==> src/rtl/status_stream_pkg.sv <==
package status_stream_pkg;
  parameter int unsigned OP_W        = 8;
  parameter int unsigned STAT_W      = 8;
  parameter int unsigned DENS_W      = 3;
  parameter int unsigned SYNC_STAGES = 2;
  parameter logic [OP_W-1:0] STATUS_OP = 8'h57;

  localparam int unsigned RSVD_W   = STAT_W - 2 - DENS_W;
  localparam int unsigned OP_CNT_W = $clog2(OP_W);
  localparam int unsigned IDX_W    = $clog2(STAT_W);

  typedef enum logic [1:0] {
    RX_OPCODE,
    RX_ARMED,
    RX_IGNORE
  } rx_state_e;
endpackage

==> src/rtl/ss_pin_sync.sv <==
module ss_pin_sync #(
  parameter int unsigned W       = 3,
  parameter int unsigned STAGES  = 2,
  parameter logic [W-1:0] RST_VAL = '0
) (
  input  logic         clk_i,
  input  logic         rst_ni,
  input  logic [W-1:0] pin_i,
  output logic [W-1:0] sync_o,
  output logic [W-1:0] prev_o
);
  logic [STAGES-1:0][W-1:0] stg_q;
  logic [W-1:0]             prev_q;

  always_ff @(posedge clk_i or negedge rst_ni) begin
    if (!rst_ni) begin
      for (int i = 0; i < STAGES; i++) stg_q[i] <= RST_VAL;
      prev_q <= RST_VAL;
    end else begin
      stg_q[0] <= pin_i;
      for (int i = 1; i < STAGES; i++) stg_q[i] <= stg_q[i-1];
      prev_q <= stg_q[STAGES-1];
    end
  end

  assign sync_o = stg_q[STAGES-1];
  assign prev_o = prev_q;
endmodule

==> src/rtl/ss_cmd_rx.sv <==
module ss_cmd_rx
  import status_stream_pkg::*;
#(
  parameter int unsigned        CMD_W   = OP_W,
  parameter int unsigned        CNT_W   = OP_CNT_W,
  parameter logic [CMD_W-1:0]   MATCH_OP = STATUS_OP
) (
  input  logic clk_i,
  input  logic rst_ni,
  input  logic clr_i,
  input  logic rise_i,
  input  logic si_i,
  output logic arm_o
);
  rx_state_e        state_q;
  logic [CNT_W-1:0] cnt_q;
  logic [CMD_W-1:0] sr_q, sr_n;

  assign sr_n = {sr_q[CMD_W-2:0], si_i};

  always_ff @(posedge clk_i or negedge rst_ni) begin
    if (!rst_ni) begin
      state_q <= RX_OPCODE;
      cnt_q   <= '0;
      sr_q    <= '0;
    end else if (clr_i) begin
      state_q <= RX_OPCODE;
      cnt_q   <= '0;
      sr_q    <= '0;
    end else if (rise_i && state_q == RX_OPCODE) begin
      sr_q  <= sr_n;
      cnt_q <= cnt_q + 1'b1;
      if (cnt_q == CNT_W'(CMD_W-1))
        state_q <= (sr_n == MATCH_OP) ? RX_ARMED : RX_IGNORE;
    end
  end

  assign arm_o = (state_q == RX_ARMED);

  // arming only after a full command
  p_full_cmd_r2: assert property (@(posedge clk_i) disable iff (!rst_ni)
    $rose(arm_o) |-> ($past(rise_i) && $past(cnt_q) == CNT_W'(CMD_W-1)));

  // a rejected command stays rejected until deselect
  p_ignore_sticky_r3: assert property (@(posedge clk_i) disable iff (!rst_ni)
    (state_q == RX_IGNORE && !clr_i) |=> (state_q == RX_IGNORE));
endmodule

==> src/rtl/ss_byte_tx.sv <==
module ss_byte_tx
  import status_stream_pkg::*;
#(
  parameter int unsigned BYTE_W = STAT_W,
  parameter int unsigned DW     = DENS_W,
  parameter int unsigned IW     = IDX_W,
  parameter int unsigned RW     = RSVD_W
) (
  input  logic          clk_i,
  input  logic          rst_ni,
  input  logic          clr_i,
  input  logic          arm_i,
  input  logic          fall_i,
  input  logic          busy_i,
  input  logic          cmp_i,
  input  logic [DW-1:0] dens_i,
  output logic          so_o,
  output logic          oe_o
);
  localparam logic [IW-1:0] TOP = IW'(BYTE_W-1);

  logic              active_q, active_n;
  logic [IW-1:0]     idx_q, idx_n;
  logic [BYTE_W-1:0] snap_q, snap_n, fresh;
  logic              so_q, bit_n;

  // top bit is a placeholder; it is driven live from busy
  assign fresh = {1'b0, cmp_i, dens_i, {RW{1'b0}}};

  always_comb begin
    active_n = active_q;
    idx_n    = idx_q;
    snap_n   = snap_q;
    if (clr_i) begin
      active_n = 1'b0;
      idx_n    = TOP;
    end else if (fall_i) begin
      if (!active_q && arm_i) begin
        active_n = 1'b1;
        idx_n    = TOP;
        snap_n   = fresh;
      end else if (active_q) begin
        if (idx_q == '0) begin
          idx_n  = TOP;
          snap_n = fresh;
        end else begin
          idx_n = idx_q - 1'b1;
        end
      end
    end
    bit_n = (idx_n == TOP) ? ~busy_i : snap_n[idx_n];
  end

  always_ff @(posedge clk_i or negedge rst_ni) begin
    if (!rst_ni) begin
      active_q <= 1'b0;
      idx_q    <= TOP;
      snap_q   <= '0;
      so_q     <= 1'b0;
    end else begin
      active_q <= active_n;
      idx_q    <= idx_n;
      snap_q   <= snap_n;
      so_q     <= active_n & bit_n;
    end
  end

  assign so_o = so_q;
  assign oe_o = active_q;

  p_start_armed_r2: assert property (@(posedge clk_i) disable iff (!rst_ni)
    $rose(active_q) |-> $past(arm_i && fall_i));

  p_rsvd_low_r4: assert property (@(posedge clk_i) disable iff (!rst_ni)
    (active_q && idx_q < IW'(RW)) |-> !so_o);

  p_snap_hold_r5: assert property (@(posedge clk_i) disable iff (!rst_ni)
    (active_q && !fall_i && !clr_i) |=> $stable(snap_q));

  p_wrap_r6: assert property (@(posedge clk_i) disable iff (!rst_ni)
    (active_q && idx_q == '0 && fall_i && !clr_i) |=> (active_q && idx_q == TOP));

  p_ready_live_r7: assert property (@(posedge clk_i) disable iff (!rst_ni)
    (active_q && idx_q == TOP && !fall_i && !clr_i) |=> (so_o == !$past(busy_i)));
endmodule

==> src/rtl/status_stream.sv <==
module status_stream
  import status_stream_pkg::*;
#(
  parameter int unsigned DW     = DENS_W,
  parameter int unsigned STAGES = SYNC_STAGES
) (
  input  logic          clk_i,
  input  logic          rst_ni,
  input  logic          cs_ni,
  input  logic          sck_i,
  input  logic          si_i,
  input  logic          busy_i,
  input  logic          cmp_i,
  input  logic [DW-1:0] dens_i,
  output logic          so_o,
  output logic          so_oe_o
);
  localparam int unsigned PIN_W = 3;

  logic [PIN_W-1:0] pin_s, pin_p;
  logic cs_s, sck_s, sck_p, si_s;
  logic rise, fall, arm;

  ss_pin_sync #(
    .W      (PIN_W),
    .STAGES (STAGES),
    .RST_VAL(3'b100)
  ) u_sync (
    .clk_i (clk_i),
    .rst_ni(rst_ni),
    .pin_i ({cs_ni, sck_i, si_i}),
    .sync_o(pin_s),
    .prev_o(pin_p)
  );

  assign cs_s  = pin_s[2];
  assign sck_s = pin_s[1];
  assign si_s  = pin_s[0];
  assign sck_p = pin_p[1];
  assign rise  = !cs_s &&  sck_s && !sck_p;
  assign fall  = !cs_s && !sck_s &&  sck_p;

  ss_cmd_rx u_rx (
    .clk_i (clk_i),
    .rst_ni(rst_ni),
    .clr_i (cs_s),
    .rise_i(rise),
    .si_i  (si_s),
    .arm_o (arm)
  );

  ss_byte_tx #(.DW(DW)) u_tx (
    .clk_i (clk_i),
    .rst_ni(rst_ni),
    .clr_i (cs_s),
    .arm_i (arm),
    .fall_i(fall),
    .busy_i(busy_i),
    .cmp_i (cmp_i),
    .dens_i(dens_i),
    .so_o  (so_o),
    .oe_o  (so_oe_o)
  );

  // deselect releases the line
  p_hiz_cs_r1: assert property (@(posedge clk_i) disable iff (!rst_ni)
    cs_s |=> (!so_oe_o && !so_o));

  p_no_oe_without_arm_r3: assert property (@(posedge clk_i) disable iff (!rst_ni)
    (!so_oe_o && !arm) |=> !so_oe_o);
endmodule

==> config.mk <==
export PLATFORM = sky130hd
export DESIGN_NAME = status_stream
export DESIGN_NICKNAME = d
export VERILOG_FILES = /design/src/rtl/status_stream_pkg.sv /design/src/rtl/ss_pin_sync.sv /design/src/rtl/ss_cmd_rx.sv /design/src/rtl/ss_byte_tx.sv /design/src/rtl/status_stream.sv
export SDC_FILE = /design/constraint.sdc
export NUM_CORES = 1
export LEC_CHECK = 0
export CORE_ASPECT_RATIO = 1.4
export CORE_MARGIN = 2
export CORE_UTILIZATION = 40
export CTS_CLUSTER_SIZE = 20
export DETAILED_ROUTE_END_ITERATION = 7
export SLEW_MARGIN = 40
export SYNTH_ARGS = -nofsm -noshare
export SYNTH_HDL_FRONTEND = slang
export SYNTH_HIERARCHICAL = 1
export SYNTH_SLANG_ARGS = --single-unit
export TNS_END_PERCENT = 1
==> constraint.sdc <==
create_clock -name clk_i -period 6.4 [get_ports clk_i]
set_input_delay 0.96 -clock clk_i [delete_from_list [all_inputs] [get_ports clk_i]]
set_output_delay 0.96 -clock clk_i [all_outputs]
set_load 0.01 [all_outputs]
==> results.yml, run 1 <==
outcome:
  status: "complete, no violations"
timing:
  slew_headroom_pct: 54.5
  finalSetupViolations: 0
  period_needed_ns: 2.39
  worst_pin_slew_ns: 0.682
  slew_viol_final: 0
  hold_viol: 0
  tns_ns: 0
  min_period_over_period_pct: 37.4
  fin_worst_skew_ns: 0.00663
  fmax_mhz: 418
  rsz0062_at_grt: "no"
clock_network:
  clk_pin_slew_ns: 0.07
  clk-insertion-delay-late_ns: 0.28
  cts_made_buffers: 5
  post_cts_resized: 0
  htree_levels: 2
  cts_tree: "built"
  root_buffer: "clkbuf_8"
  cts_hold_buf: 0
  cts_setup_buffers: 0
  cts.sinks: 31
  max-clock-path-buffers: 2
detailed_routing:
  routed_wl_um: 2350
  wl_per_cell_um: 14.2
  vias: 847
  drc_errors: 0
  dr.pass1.iters: 4
  drt_first_iter_violations: 11
  ant_nets: 0
  vias_per_cell: 5.13
grt:
  grt_start_max_net_pins: 32
  grt.total_usage_pct: 14.2
  overflow: 0
  grt_pass1_wl_um: 3930
  antenna_found_initial: 0
  grt_pass1_vias: 864
worst_setup_path:
  worstRegToRegCells: 7
  worstPathArrival_ns: 2.57
  startpoint_type: "flip-flop"
  slowest_stage: "nor3b_1"
  r2r-end: "u_tx/so_o"
  r2r_slack_ns: 4.01
  path_depth: 7
  max_stage_delay_ns: 0.57
  crit_path_end: "u_tx/so_o"
  crit_family: "simple AND/OR/NAND/NOR gates"
  rr_startpoint: "u_sync/sync_o[2]"
  critPathMaxFanout: 20
  path_class: "reg -> reg"
  path_cells: "nor3b_1 -> nand2b_1 -> a21oi_4 -> mux2_2 -> o2111ai_1 -> o21a_1 -> o21ai_2"
  crit_buf_inv: 0
  endpoint_kind: "flip-flop"
  required_ns: 6.57
  worstSetupStartpoint: "u_sync/sync_o[2]"
floorplan:
  die_y_um: 74.4
  coreArea_um2: 3380
  num_rows: 25
  initial_core_util_pct: 41.9
  die_w_um: 54.3
  io_pins: 12
  fp.dieArea_um2: 4040
synthesis:
  syn_inst: 111
  synth_area_um2: 1420
  synth_nets: 125
  synth.avg_cell_area_um2: 12.7
  ys.warnings.count: 6
final_layout:
  regArea_um2: 782
  fillers: 318
  multiInputGateArea_um2: 581
  area_growth_pct: 16.3
  fin_nets: 138
  final_cells: 165
  layout-drive-gt1-share_pct: 20.8
  num_antenna_cells: 0
power:
  p_per_area_nw_per_um2: 235
  leakage_nw: 0.746
  ir_drop_uv: 171
place:
  routabilityCongestion: 0.726
  port-buffer-count: 11
  placedCellCount: 157
  dp_hpwl_um: 1660
flow_run:
  cap_violations: 0
worst_hold_path:
  worstHoldStart: "u_sync/stg_q[0]"
  hold_path_class: "reg -> reg"
[state kept, by name, summed over array words and instances, names as in the netlist]
name	flops
u_rx/cnt_q	3
u_rx/sr_q	7
u_rx/state_q	2
u_sync/prev_o	1
u_sync/stg_q	3
u_sync/sync_o	3
u_tx/idx_q	3
u_tx/oe_o	1
u_tx/snap_q	7
u_tx/so_o	1
[routing by layer]
layer  share of wire (%)  vias to the layer above  global-route usage [%]
met2                  53                       15                    23.0
met3                 3.5                        2                    5.42
met4                0.94                        0                    7.50
li1                    -                      408                       -
met5                   0                        -                       0
met1                  42                      422                    15.8
[where the power goes]
group          switching (mW)  internal (mW)  leakage (nW)  total (mW)
Sequential            0.00290          0.200         0.404       0.202
Combinational         0.00691        0.00798         0.291      0.0149
Clock                  0.0718         0.0977        0.0505       0.169
Total                  0.0816          0.305         0.746       0.387
[worst reg2reg max path, stage by stage (launching register included)]
cell	delay (ns)
dfstp_2	0.46
nor3b_1	0.58
nand2b_1	0.19
a21oi_4	0.27
mux2_2	0.38
o2111ai_1	0.20
o21a_1	0.16
o21ai_2	0.06
[through the flow]
step	total power, mW	util, %	setup WS (ns)	hold slack (ns)	cell area (um^2)
6_report	0.387	48.7	4.01	0.350	1650
5_1_grt	0.405	48.7	3.79	0.359	1650
4_1_cts	0.394	48.7	3.99	0.356	1650
3_5_place_dp	0.221	45.6	4.02	0.340	1540
3_3_place_gp	0.221	45.6	4.07	0.333	1540
2_1_floorplan	0.212	-	4.21	0.331	1420
[cells in the final DEF (no fill, tap or decap), types with 2 or more instances in the layout]
master,n
and2b_1,2
nand2_1,3
mux2_2,3
nand2b_1,3
nor2b_1,2
dfrtp_1,26
ha_1,4
clkbuf_8,7
clkdlybuf4s50_1,11
and4b_1,2
mux2i_1,11
nor3b_1,3
inv_1,3
dfstp_2,5
nor2_1,14
a21oi_1,2
[worst min-delay path by stage]
stage                             endpoint  cells past startpoint
after global routing      u_sync/sync_o[1]                      0
after floorplan           u_sync/sync_o[0]                      0
after detailed placement  u_sync/sync_o[0]                      0
final                     u_sync/sync_o[0]                      0
after global placement    u_sync/sync_o[0]                      0
after CTS                 u_sync/sync_o[0]                      0
[final cells by class]
| class | count | share of cell area (%) |
|---|---|---|
| inverter | 3 | 0.684 |
| clock buffer | 7 | 5.86 |
| tap | 40 | 3.04 |
| multi-input combinational | 71 | 35.3 |
| timing repair buffer | 12 | 7.15 |
| sequential | 31 | 47.5 |
| clock inverter | 1 | 0.456 |
No activity file was read; power rests on OpenSTA's default activity.
==> inputs of run 2 (changes only) <==
- clock period: 6.4 -> 2.3 ns (I/O delays scaled with it)
==> run 2 against run 1 <==
  * Register-to-register slack worse by 3.7 ns
  * Global-route usage up 0.54 points
  * Fmax increased by 19%
  * Clock power rose to 2.6 times the previous value
  * Cell area grew 1.8%
  * Combinational power grew to 3.4 times the previous value
  * Die area is the same
  * Via count increased by 3.9%
  * Critical path depth is 1 higher
  * Routed wire length up 2.5%
  * Critical path type unchanged
  * Largest power group unchanged
==> results.yml, run 2 (synthesized netlist as in run 1, its figures left out) <==
worst_setup_path:
  max_stage_delay_ns: 0.38
  slowest_stage: "dfrtp_1"
  worstPathArrival_ns: 2.22
  required_ns: 2.51
  critPathMaxFanout: 7
  endpoint_kind: "flip-flop"
  path_cells: "nor3b_1 -> buf_4 -> and4b_1 -> a22oi_4 -> nor3b_1 -> a211oi_1 -> a211o_1 -> o21ai_2"
  startpoint_type: "flip-flop"
  cpMostUsedCell: "nor3b_1"
  path_class: "reg -> reg"
clock_network:
  root_buffer: "clkbuf_8"
  max-clock-path-buffers: 2
  clk_pin_slew_ns: 0.06
  cts.sinks: 31
  clk-insertion-delay-late_ns: 0.28
  cts_setup_buffers: 0
  htree_levels: 2
  cts_hold_buf: 0
  cts_made_buffers: 5
  cts_tree: "built"
  post_cts_resized: 0
grt:
  antenna_found_initial: 0
  grt_start_max_net_pins: 32
  grt_pass1_wl_um: 4170
  overflow: 0
  grt_pass1_vias: 958
  grt.total_usage_pct: 14.7
floorplan:
  initial_core_util_pct: 41.9
  num_rows: 25
  io_pins: 12
  die_w_um: 54.3
  die_y_um: 74.4
  fp.dieArea_um2: 4040
  coreArea_um2: 3380
power:
  ir_drop_uv: 492
  p_per_area_nw_per_um2: 624
  p_total_mw: 1.05
  leakage_nw: 0.767
timing:
  finalSetupViolations: 0
  tns_ns: 0
  fmax_mhz: 498
  worst_pin_slew_ns: 0.384
  slew_viol_final: 0
  timing.final.ws_setup_ns: 0.292
  period_needed_ns: 2.01
  fin_worst_skew_ns: 0.00922
  slew_headroom_pct: 74.4
  min_period_over_period_pct: 87.3
  timing.hold.ws_ns: 0.349
  hold_viol: 0
  rsz0062_at_grt: "no"
final_layout:
  multiInputGateArea_um2: 581
  num_antenna_cells: 0
  fillers: 290
  layout_common_cells: "dfrtp_1, nor2_1, clkdlybuf4s50_1, mux2i_1, clkbuf_8"
  reg.largest.list: "u_rx/sr_q x7, u_tx/snap_q x7"
  fin_nets: 142
  mostFrequentLayoutCell: "dfrtp_1"
  final_cells: 169
  area_growth_pct: 18.4
  regArea_um2: 782
  layout-drive-gt1-share_pct: 22.5
place:
  placedCellCount: 161
  dp_hpwl_um: 1670
  routabilityCongestion: 0.691
  dpl_worst_slack_ns: 0.323
  port-buffer-count: 11
detailed_routing:
  vias_per_cell: 5.21
  drt_first_iter_violations: 26
  drc_errors: 0
  routed_wl_um: 2410
  dr.pass1.iters: 4
  ant_nets: 0
  wl_per_cell_um: 14.2
  vias: 880
outcome:
  status: "complete, no violations"
flow_run:
  cap_violations: 0
worst_hold_path:
  hold_path_class: "reg -> reg"
-- run 2: cell types whose count changed in the layout (fill, tap and decap cells not counted) --
cell,previous run,this run
buf_4,1,4
buf_12,0,1
clkbuf_1,0,1
clkbuf_8,7,6
clkinv_2,0,1
clkinvlp_4,1,0
-- run 2: routing by layer --
metal / global-route usage [%] / vias up / share of wire, %
met3: 3.61 / 8 / 2.9
met2: 24.6 / 14 / 52
met1: 16.7 / 439 / 42
met5: 0 / - / 0
met4: 8.33 / 0 / 2.7
li1: - / 419 / -
-- run 2: worst paths after layout --
check                                 start          endpoint  slack (ns)  cells past startpoint
setup reg to reg           u_sync/sync_o[1]         u_tx/so_o        0.29                      8
hold reg to reg             u_sync/stg_q[0]  u_sync/sync_o[0]        0.35                      0
hold / removal              u_sync/stg_q[0]  u_sync/sync_o[0]        0.35                      0
min in group asynchronous            rst_ni      u_rx/sr_q[6]        0.45                      2
setup / recovery           u_sync/sync_o[1]         u_tx/so_o        0.29                      8
max in group asynchronous            rst_ni     u_tx/idx_q[2]        1.52                      2
-- run 2: area by class of cell --
cell class / count / area share, %
Tap cell: 40 / 2.99
Inverter: 3 / 0.672
Multi-Input combinational cell: 71 / 34.7
Sequential cell: 31 / 46.7
Timing Repair Buffer: 16 / 9.56
Clock buffer: 7 / 5.15
Clock inverter: 1 / 0.299
-- run 2: critical path: cells and delay by family, from the launching register on --
kind	cells	cell delay, ns
simple gates	3	0.80
compound gates	4	0.55
flops	1	0.38
buf+inv	1	0.20
-- run 2: metrics by stage --
step	utilization, %	instance area [um^2]
final	49.6	1680
after detailed placement	46.9	1580
after floorplan	-	1420
after CTS	49.6	1680
after global placement	46.9	1580
after global routing	49.6	1680
-- run 2: power breakdown --
part	total (mW)	switching, mW	internal [mW]
registers	0.559	0.00398	0.555
logic	0.0513	0.0248	0.0265
clock network	0.436	0.195	0.241
total	1.05	0.224	0.823
